## config.mk

```make
export PLATFORM = sky130hd
export DESIGN_NAME = bus_cycle_wdog
export DESIGN_NICKNAME = d
export VERILOG_FILES = /design/src/rtl/wdog_pkg.sv /design/src/rtl/wdog_prescaler.sv /design/src/rtl/wdog_sel_dec.sv /design/src/rtl/wdog_timer.sv /design/src/rtl/bus_cycle_wdog.sv
export SDC_FILE = /design/constraint.sdc
export NUM_CORES = 1
export LEC_CHECK = 0
export BUFFER_PORTS_ARGS = -buffer_cell sky130_fd_sc_hd__buf_2
export CORE_MARGIN = 5
export CORE_UTILIZATION = 55
export DETAILED_ROUTE_END_ITERATION = 10
export PLACE_DENSITY = 0.74
export SLEW_MARGIN = 20
export SYNTH_ARGS = -nofsm -noshare
export SYNTH_HDL_FRONTEND = slang
export SYNTH_SLANG_ARGS = --single-unit
export TNS_END_PERCENT = 1
```

## constraint.sdc

```tcl
create_clock -name clk_i -period 4 [get_ports clk_i]
set_clock_uncertainty 0.05 [all_clocks]
set_input_delay 1 -clock clk_i [delete_from_list [all_inputs] [get_ports clk_i]]
set_output_delay 1 -clock clk_i [all_outputs]
set_load 0.02 [all_outputs]
```

## src/rtl/wdog_pkg.sv

```systemverilog
package wdog_pkg;
  localparam int unsigned SEL_W      = 3;
  localparam int unsigned PRE_W      = 4;   // 16-clock resolution
  localparam int unsigned BASE_TICKS = 8;   // ticks at select 0
  localparam int unsigned MAX_TICKS  = BASE_TICKS << ((1 << SEL_W) - 1);
  localparam int unsigned CNT_W      = $clog2(MAX_TICKS) + 1;
endpackage

```

## src/rtl/wdog_prescaler.sv

```systemverilog
module wdog_prescaler #(
  parameter int unsigned PRE_W = 4
) (
  input  logic clk_i,
  input  logic rst_ni,
  output logic tick_o
);
  logic [PRE_W-1:0] pre_q;

  always_ff @(posedge clk_i or negedge rst_ni) begin
    if (!rst_ni) pre_q <= '0;
    else         pre_q <= pre_q + 1'b1;
  end

  assign tick_o = &pre_q;


  tick_gap_chk: assert property (@(posedge clk_i) disable iff (!rst_ni)
    tick_o |=> !tick_o);
endmodule

```

## src/rtl/wdog_sel_dec.sv

```systemverilog
module wdog_sel_dec #(
  parameter int unsigned SEL_W      = 3,
  parameter int unsigned CNT_W      = 11,
  parameter int unsigned BASE_TICKS = 8
) (
  input  logic [SEL_W-1:0] sel_i,
  output logic [CNT_W-1:0] load_o
);
  localparam logic [CNT_W-1:0] BASE = CNT_W'(BASE_TICKS);

  always_comb load_o = BASE << sel_i;


  always_comb load_nz_chk: assert (load_o != '0);
endmodule

```

## src/rtl/wdog_timer.sv

```systemverilog
module wdog_timer #(
  parameter int unsigned CNT_W = 11
) (
  input  logic             clk_i,
  input  logic             rst_ni,
  input  logic             en_i,
  input  logic             cyc_i,
  input  logic             ack_i,
  input  logic             tick_i,
  input  logic [CNT_W-1:0] load_i,
  output logic             berr_o
);
  logic             cyc_q, armed_q, berr_q;
  logic [CNT_W-1:0] cnt_q;

  always_ff @(posedge clk_i or negedge rst_ni) begin
    if (!rst_ni) begin
      cyc_q   <= 1'b0;
      armed_q <= 1'b0;
      berr_q  <= 1'b0;
      cnt_q   <= '0;
    end else begin
      cyc_q <= cyc_i;
      if (!cyc_i || !en_i) begin
        armed_q <= 1'b0;
        berr_q  <= 1'b0;
        cnt_q   <= '0;
      end else if (!cyc_q) begin
        // cycle start: select latched here only
        armed_q <= 1'b1;
        berr_q  <= 1'b0;
        cnt_q   <= load_i;
      end else if (armed_q && ack_i) begin
        armed_q <= 1'b0;
        cnt_q   <= '0;
      end else if (armed_q && tick_i) begin
        if (cnt_q == CNT_W'(1)) begin
          berr_q  <= 1'b1;
          armed_q <= 1'b0;
          cnt_q   <= '0;
        end else begin
          cnt_q <= cnt_q - 1'b1;
        end
      end
    end
  end

  assign berr_o = berr_q;


  berr_hold_chk: assert property (@(posedge clk_i) disable iff (!rst_ni)
    (berr_q && cyc_i && cyc_q && en_i) |=> berr_q);

  berr_drop_chk: assert property (@(posedge clk_i) disable iff (!rst_ni)
    !cyc_i |=> !berr_q);

  dis_quiet_chk: assert property (@(posedge clk_i) disable iff (!rst_ni)
    !en_i |=> !berr_q);

  ack_quiet_chk: assert property (@(posedge clk_i) disable iff (!rst_ni)
    (armed_q && ack_i && cyc_i && cyc_q && en_i) |=> !berr_q);

  rise_on_tick_chk: assert property (@(posedge clk_i) disable iff (!rst_ni)
    (!berr_q && !tick_i) |=> !berr_q);
endmodule

```

## src/rtl/bus_cycle_wdog.sv

```systemverilog
module bus_cycle_wdog
  import wdog_pkg::*;
(
  input  logic       clk_i,
  input  logic       rst_ni,
  input  logic       en_i,
  input  logic [2:0] tsel_i,
  input  logic       cyc_i,
  input  logic       ack_i,
  output logic       berr_o
);
  logic             tick;
  logic [CNT_W-1:0] load;

  wdog_prescaler #(.PRE_W(PRE_W)) u_pre (
    .clk_i  (clk_i),
    .rst_ni (rst_ni),
    .tick_o (tick)
  );

  wdog_sel_dec #(
    .SEL_W      (SEL_W),
    .CNT_W      (CNT_W),
    .BASE_TICKS (BASE_TICKS)
  ) u_dec (
    .sel_i  (tsel_i),
    .load_o (load)
  );

  wdog_timer #(.CNT_W(CNT_W)) u_tmr (
    .clk_i  (clk_i),
    .rst_ni (rst_ni),
    .en_i   (en_i),
    .cyc_i  (cyc_i),
    .ack_i  (ack_i),
    .tick_i (tick),
    .load_i (load),
    .berr_o (berr_o)
  );
endmodule

```

==> metrics.cfg, run 1 <==
[clock_network]
clk_pin_slew_ns=0.11
numCtsBuffers=3
hold_buffers=0
cts_sinks=18
h-tree-depth=1
cts_resized=0
cts_tree=built
clk_latency_ns=0.30
post_cts_buffers=0
cts_buffer_depth=2
cts-root-buf=clkbuf_4

[global_route]
grt_overflow=0
track_usage=0.188
antenna_found_initial=0
grt.busiest_layer=met2
grt_pass1_vias=889
grt_max_degree=19
use_met1=0.242
grt_pass1_wl_um=3910
grt_util_met2=0.314
grt_use_met3=0.0338

[power_and_ir_drop]
pwr-share-comb=0.104
switching_share=0.254
leakagePower_nw=0.501
seqPwrFrac=0.558
switchingPower_uw=87.7
p_clk_frac=0.338
total_power_uw=345
power_density_nw_per_um2=303
internal-power_uw=257
ir_drop_mv=0.199

[critical_path]
cp.arrival_ns=2.49
crit_required_ns=4.14
r2r_slack_ns=1.65
end_kind=flop
cp_max_fo=12
criticalPathCategory=reg -> reg
cp-start-kind=flop

[yosys]
syn_inst=109
synth_most_common_cell=dfrtp_1
ys_seq_area_frac=0.433
synth_area_leaders=dfrtp_1 43%, ha_1 3.6%, nand3_1 3.4%, nand2_1 3.2%, a32o_1 2.9%
yosysWarnings=0
synth_nets=120
synth.distinct_cells=38
netlist_area_um2=1040
yosysTopAreaCellShare=0.433
avgSynthCellArea_um2=9.55
synth_top_cell_by_area=dfrtp_1
synth_seq_cells=18
synth-edff-count=0
ys.flop_type=dfrtp_1
async_flop_share=1.00
netlist_top_cells_count=18 x dfrtp_1, 9 x nand2_1, 7 x nand3_1, 6 x nor2_1, 5 x a21oi_1

[detailed_routing]
totalWireLength_um=2260
drt_iter0_markers=31
post-route-drc-count=0
ant_nets=0
dr.pass1.iters=4
vias_per_cell=6.41
vias=917
wl_per_cell_um=15.8

[sta]
setup_violations=0
fin_crit_ns=2.35
clock.fmax_mhz=425
grt_setup_unrepaired=false
fin_crit_sh=0.588
finalSetupTns_ns=0
hold_violations=0
tightest_slew_ns=0.564
slew_headroom=0.623
finalMaxSlewViolations=0

[finish]
fillers=165
regArea_um2=450
finalInstanceArea_um2=1140
syn_to_final_growth_pct=9.13
diodes=0
nNetsFinal=130
multi_input_area_um2=567
drive_gt1_frac=0.127

[worst_hold_path]
min_path_type=reg -> reg

[job]
max-cap-violations=0

[floorplan]
core_um2=1760
fp-row-count=15
io_pins=9
die_h_um=53.5
initial_core_util=0.590
dieArea_um2=2860
die_x_um=53.5

[place]
place.gp.congestion=0.907
dp_hpwl_um=1660
placedInstanceArea_um2=1100
port_buffers=8

[run_status]
status=finished, final reports clean

## through the flow
step	hold WS (ns)	worst slack, ns	util	std cells
after global routing	0.455	1.50	0.644	143
after floorplan	0.371	1.91	-	109
after global placement	0.388	1.72	0.623	139
final	0.413	1.65	0.644	143
after detailed placement	0.405	1.69	0.623	139
after CTS	0.421	1.68	0.644	143
## placed cells by master (no fill, tap or decap), drive strengths merged, types with 3 or more instances in the layout
cell type | Yosys | layout
nor2 | 6 | 6
nand3 | 7 | 7
dfrtp | 18 | 18
ha | 3 | 3
nor4 | 4 | 4
o31ai | 4 | 4
a32o | 3 | 3
a21oi | 5 | 5
nor3 | 4 | 4
clkbuf | 2 | 4
inv | 3 | 3
nand2 | 9 | 9
or3 | 5 | 5
buf | 1 | 8
or4 | 3 | 3
nor3b | 3 | 3
## power by group through the flow
stage	Sequential [mW]	Clock (mW)	Combinational, mW
floorplan	0.194	0	0.0223
global placement	0.195	0	0.0352
detailed placement	0.196	0	0.0356
CTS	0.192	0.118	0.0358
global route	0.193	0.127	0.0405
finish	0.192	0.117	0.0358
## layer usage
| metal | up-vias | routed length, um |
|---|---|---|
| met2 | 25 | 1090 |
| met1 | 439 | 1050 |
| met5 | - | 0 |
| met3 | 2 | 109 |
| met4 | 0 | 6 |
| li1 | 451 | - |
## area by class of cell
| cell class | count | share of cell area |
|---|---|---|
| clock buffer | 4 | 0.0319 |
| tap | 25 | 0.0275 |
| multi-input combinational | 85 | 0.499 |
| sequential | 18 | 0.396 |
| timing repair buffer | 8 | 0.0352 |
| inverter | 3 | 0.00991 |
## kinds of logic (layout without fill, tap and decap cells)
| kind of cell | Yosys count | in the layout | share of synthesized area |
|---|---|---|---|
| and+or+nand+nor | 53 | 53 | 0.294 |
| AOI/OAI and AO/OA | 27 | 27 | 0.197 |
| DFF | 18 | 18 | 0.433 |
| buffers and inverters | 6 | 15 | 0.0228 |
| adders and majority gates | 3 | 3 | 0.0361 |
| xor gates and xnor gates | 2 | 2 | 0.0168 |
## worst max-delay path: stages (launching register included)
cell	delay [ns]
dfrtp_1	0.45
inv_1	0.11
ha_1	0.17
nor3b_1	0.41
and4b_1	0.52
o21ai_0	0.17
a311o_1	0.37
## final timing paths
| kind | startpoint | to | cells after the start |
|---|---|---|---|
| hold / removal | u_pre.pre_q[0]$_DFF_PN0_ | u_pre.pre_q[0]$_DFF_PN0_ | 1 |
| max in group asynchronous | rst_ni | u_tmr.cnt_q[2]$_DFFE_PN0P_ | 1 |
| min in group asynchronous | rst_ni | u_tmr.cnt_q[7]$_DFFE_PN0P_ | 1 |
| setup / recovery | u_tmr.cnt_q[1]$_DFFE_PN0P_ | u_tmr.cnt_q[3]$_DFFE_PN0P_ | 6 |
| hold reg to reg | u_pre.pre_q[0]$_DFF_PN0_ | u_pre.pre_q[0]$_DFF_PN0_ | 1 |
| setup reg to reg | u_tmr.cnt_q[1]$_DFFE_PN0P_ | u_tmr.cnt_q[3]$_DFFE_PN0P_ | 6 |
## flip-flops by register name, indices dropped and copies added (netlist names)
register	cells
u_tmr.cnt_q	11
u_pre.pre_q	4
u_tmr.armed_q	1
u_tmr.berr_o	1
u_tmr.cyc_q	1
No activity file was read; power rests on OpenSTA's default activity.
==> inputs of run 2 (changes only) <==
Settings changed: CORE_UTILIZATION 55 to 51, PLACE_DENSITY 0.74 to 0.73.
Clock period 4 ns to 2.1 ns, I/O delays scaled along.
==> metrics.cfg, run 2 (synthesized netlist as in run 1, its figures left out) <==
[power_and_ir_drop]
leakagePower_nw=0.555  ; was 0.501 nW
total_power_uw=668  ; was 345 uW
ir_drop_mv=0.365  ; was 0.199 mV
power_density_nw_per_um2=538  ; was 303 nW/um2

[sta]
grt_setup_unrepaired=true  ; was false
setup_violations=0  ; unchanged
worst_slack_ns=0.0685  ; was 1.65 ns
finalSetupTns_ns=0  ; unchanged
hold_slack_ns=0.0730  ; was 0.413 ns
clock.fmax_mhz=492  ; was 425 MHz
tightest_slew_ns=0.665  ; was 0.564 ns
slew_headroom=0.553  ; was 0.623
fin_crit_ns=2.03  ; was 2.35 ns
finalMaxSlewViolations=0  ; unchanged
hold_violations=0  ; unchanged
fin_crit_sh=0.967  ; was 0.588

[floorplan]
die_x_um=55.2  ; was 53.5 um
die_h_um=55.2  ; was 53.5 um
io_pins=9  ; unchanged
fp-row-count=16  ; was 15
initial_core_util=0.531  ; was 0.590
core_um2=1960  ; was 1760 um2
dieArea_um2=3040  ; was 2860 um2

[clock_network]
numCtsBuffers=3  ; unchanged
cts-root-buf=clkbuf_4  ; unchanged
cts_sinks=18  ; unchanged
clk_pin_slew_ns=0.12  ; was 0.11 ns
h-tree-depth=1  ; unchanged
cts_tree=built  ; unchanged
clk_latency_ns=0.31  ; was 0.30 ns
hold_buffers=0  ; unchanged
cts_buffer_depth=2  ; unchanged

[global_route]
grt_max_degree=19  ; unchanged
grt_pass1_vias=915  ; was 889
antenna_found_initial=0  ; unchanged
grt_pass1_wl_um=4250  ; was 3910 um
track_usage=0.199  ; was 0.188
grt_overflow=0  ; unchanged

[finish]
layout_commonest_cell=dfrtp_1  ; unchanged
top_register=u_tmr.cnt_q  ; unchanged
reg_top3=u_tmr.cnt_q x11, u_pre.pre_q x4  ; unchanged
multi_input_area_um2=582  ; was 567 um2
drive_gt1_frac=0.227  ; was 0.127
largest_reg_flops=11  ; unchanged
regArea_um2=450  ; unchanged
nNetsFinal=140  ; was 130
final_cell_mix=18 x dfrtp_1, 9 x nand2_1, 9 x buf_4  ; was 18 x dfrtp_1, 9 x nand2_1, 8 x buf_2
final-instance-count-excl-fill=155  ; was 143
finalInstanceArea_um2=1240  ; was 1140 um2
diodes=0  ; unchanged
fillers=180  ; was 165
syn_to_final_growth_pct=19.2  ; was 9.13%
fin_util=0.633  ; was 0.644

[critical_path]
path_cells=or4_4 -> or3_4 -> or3_1 -> a32o_1  ; was inv_1 -> ha_1 -> nor3b_1 -> and4b_1 -> o21ai_0 -> a311o_1
criticalPathCategory=reg -> reg  ; unchanged
crit_buf_inv=0  ; was 1
crit_required_ns=2.26  ; was 4.14 ns
cp_slowest_stage_delay_ns=0.54  ; was 0.52 ns
end_kind=flop  ; unchanged
path_delay_family=simple AND/OR/NAND/NOR gates  ; unchanged
cp-start-kind=flop  ; unchanged
cp_slowest_cell=or4_4  ; was and4b_1
cp_max_fo=3  ; was 12
cp.arrival_ns=2.19  ; was 2.49 ns

[place]
port_buffers=8  ; unchanged
dpl.cell_count=150  ; was 139
place.gp.congestion=0.877  ; was 0.907
placedInstanceArea_um2=1180  ; was 1100 um2
place_worst_setup_slack_ns=0.0578  ; was 1.69 ns
dp_hpwl_um=1870  ; was 1660 um

[detailed_routing]
vias=982  ; was 917
wl_per_cell_um=16.3  ; was 15.8 um
drt_iter0_markers=53  ; was 31
ant_nets=0  ; unchanged
totalWireLength_um=2520  ; was 2260 um
vias_per_cell=6.34  ; was 6.41
dr.pass1.iters=4  ; unchanged
post-route-drc-count=0  ; unchanged

[worst_hold_path]
min_path_type=in -> async  ; was reg -> reg

[run_status]
status=finished, final reports clean  ; unchanged

[job]
max-cap-violations=0  ; unchanged

run 2: power by group:
| part | leakage, nW | switching, mW | internal, mW | total (mW) |
|---|---|---|---|---|
| clock | 0.0210 | 0.114 | 0.106 | 0.220 |
| sequential | 0.242 | 0.00919 | 0.355 | 0.365 |
| combinational | 0.291 | 0.0467 | 0.0374 | 0.0840 |
| total | 0.555 | 0.170 | 0.498 | 0.668 |
run 2: per-layer routing:
layer / vias to the layer above / share of wire / global-route usage
met4: 0 / 0.015 / 0.0486
met2: 32 / 0.49 / 0.331
met3: 5 / 0.067 / 0.0590
li1: 469 / - / -
met5: - / 0 / 0
met1: 476 / 0.42 / 0.253
run 2: what timing repair did:
item / in CTS / in global routing
endpoints found under the setup margin: 0 / 4
buffers inserted: 0 / 1
gates resized for setup: 0 / 5
run 2: path summary, 6_finish.rpt:
check                                           start                     endpoint  slack (ns)  cells after the start
max                        u_tmr.cnt_q[7]$_DFFE_PN0P_  u_tmr.cnt_q[10]$_DFFE_PN0P_        0.07                      4
min                                            rst_ni   u_tmr.cnt_q[6]$_DFFE_PN0P_        0.07                      1
min in group clk_i                              cyc_i        u_tmr.cyc_q$_DFF_PN0_        0.35                      1
max in group asynchronous                      rst_ni   u_tmr.cnt_q[1]$_DFFE_PN0P_        1.60                      1
min reg2reg                  u_pre.pre_q[0]$_DFF_PN0_     u_pre.pre_q[0]$_DFF_PN0_        0.41                      1
max reg2reg                u_tmr.cnt_q[7]$_DFFE_PN0P_  u_tmr.cnt_q[10]$_DFFE_PN0P_        0.07                      4
run 2: layout make-up:
cell class	count	area share
tap	27	0.0272
multi-input combinational	85	0.469
clock buffer	4	0.0292
inverter	3	0.00907
timing repair buffer	18	0.103
sequential	18	0.363
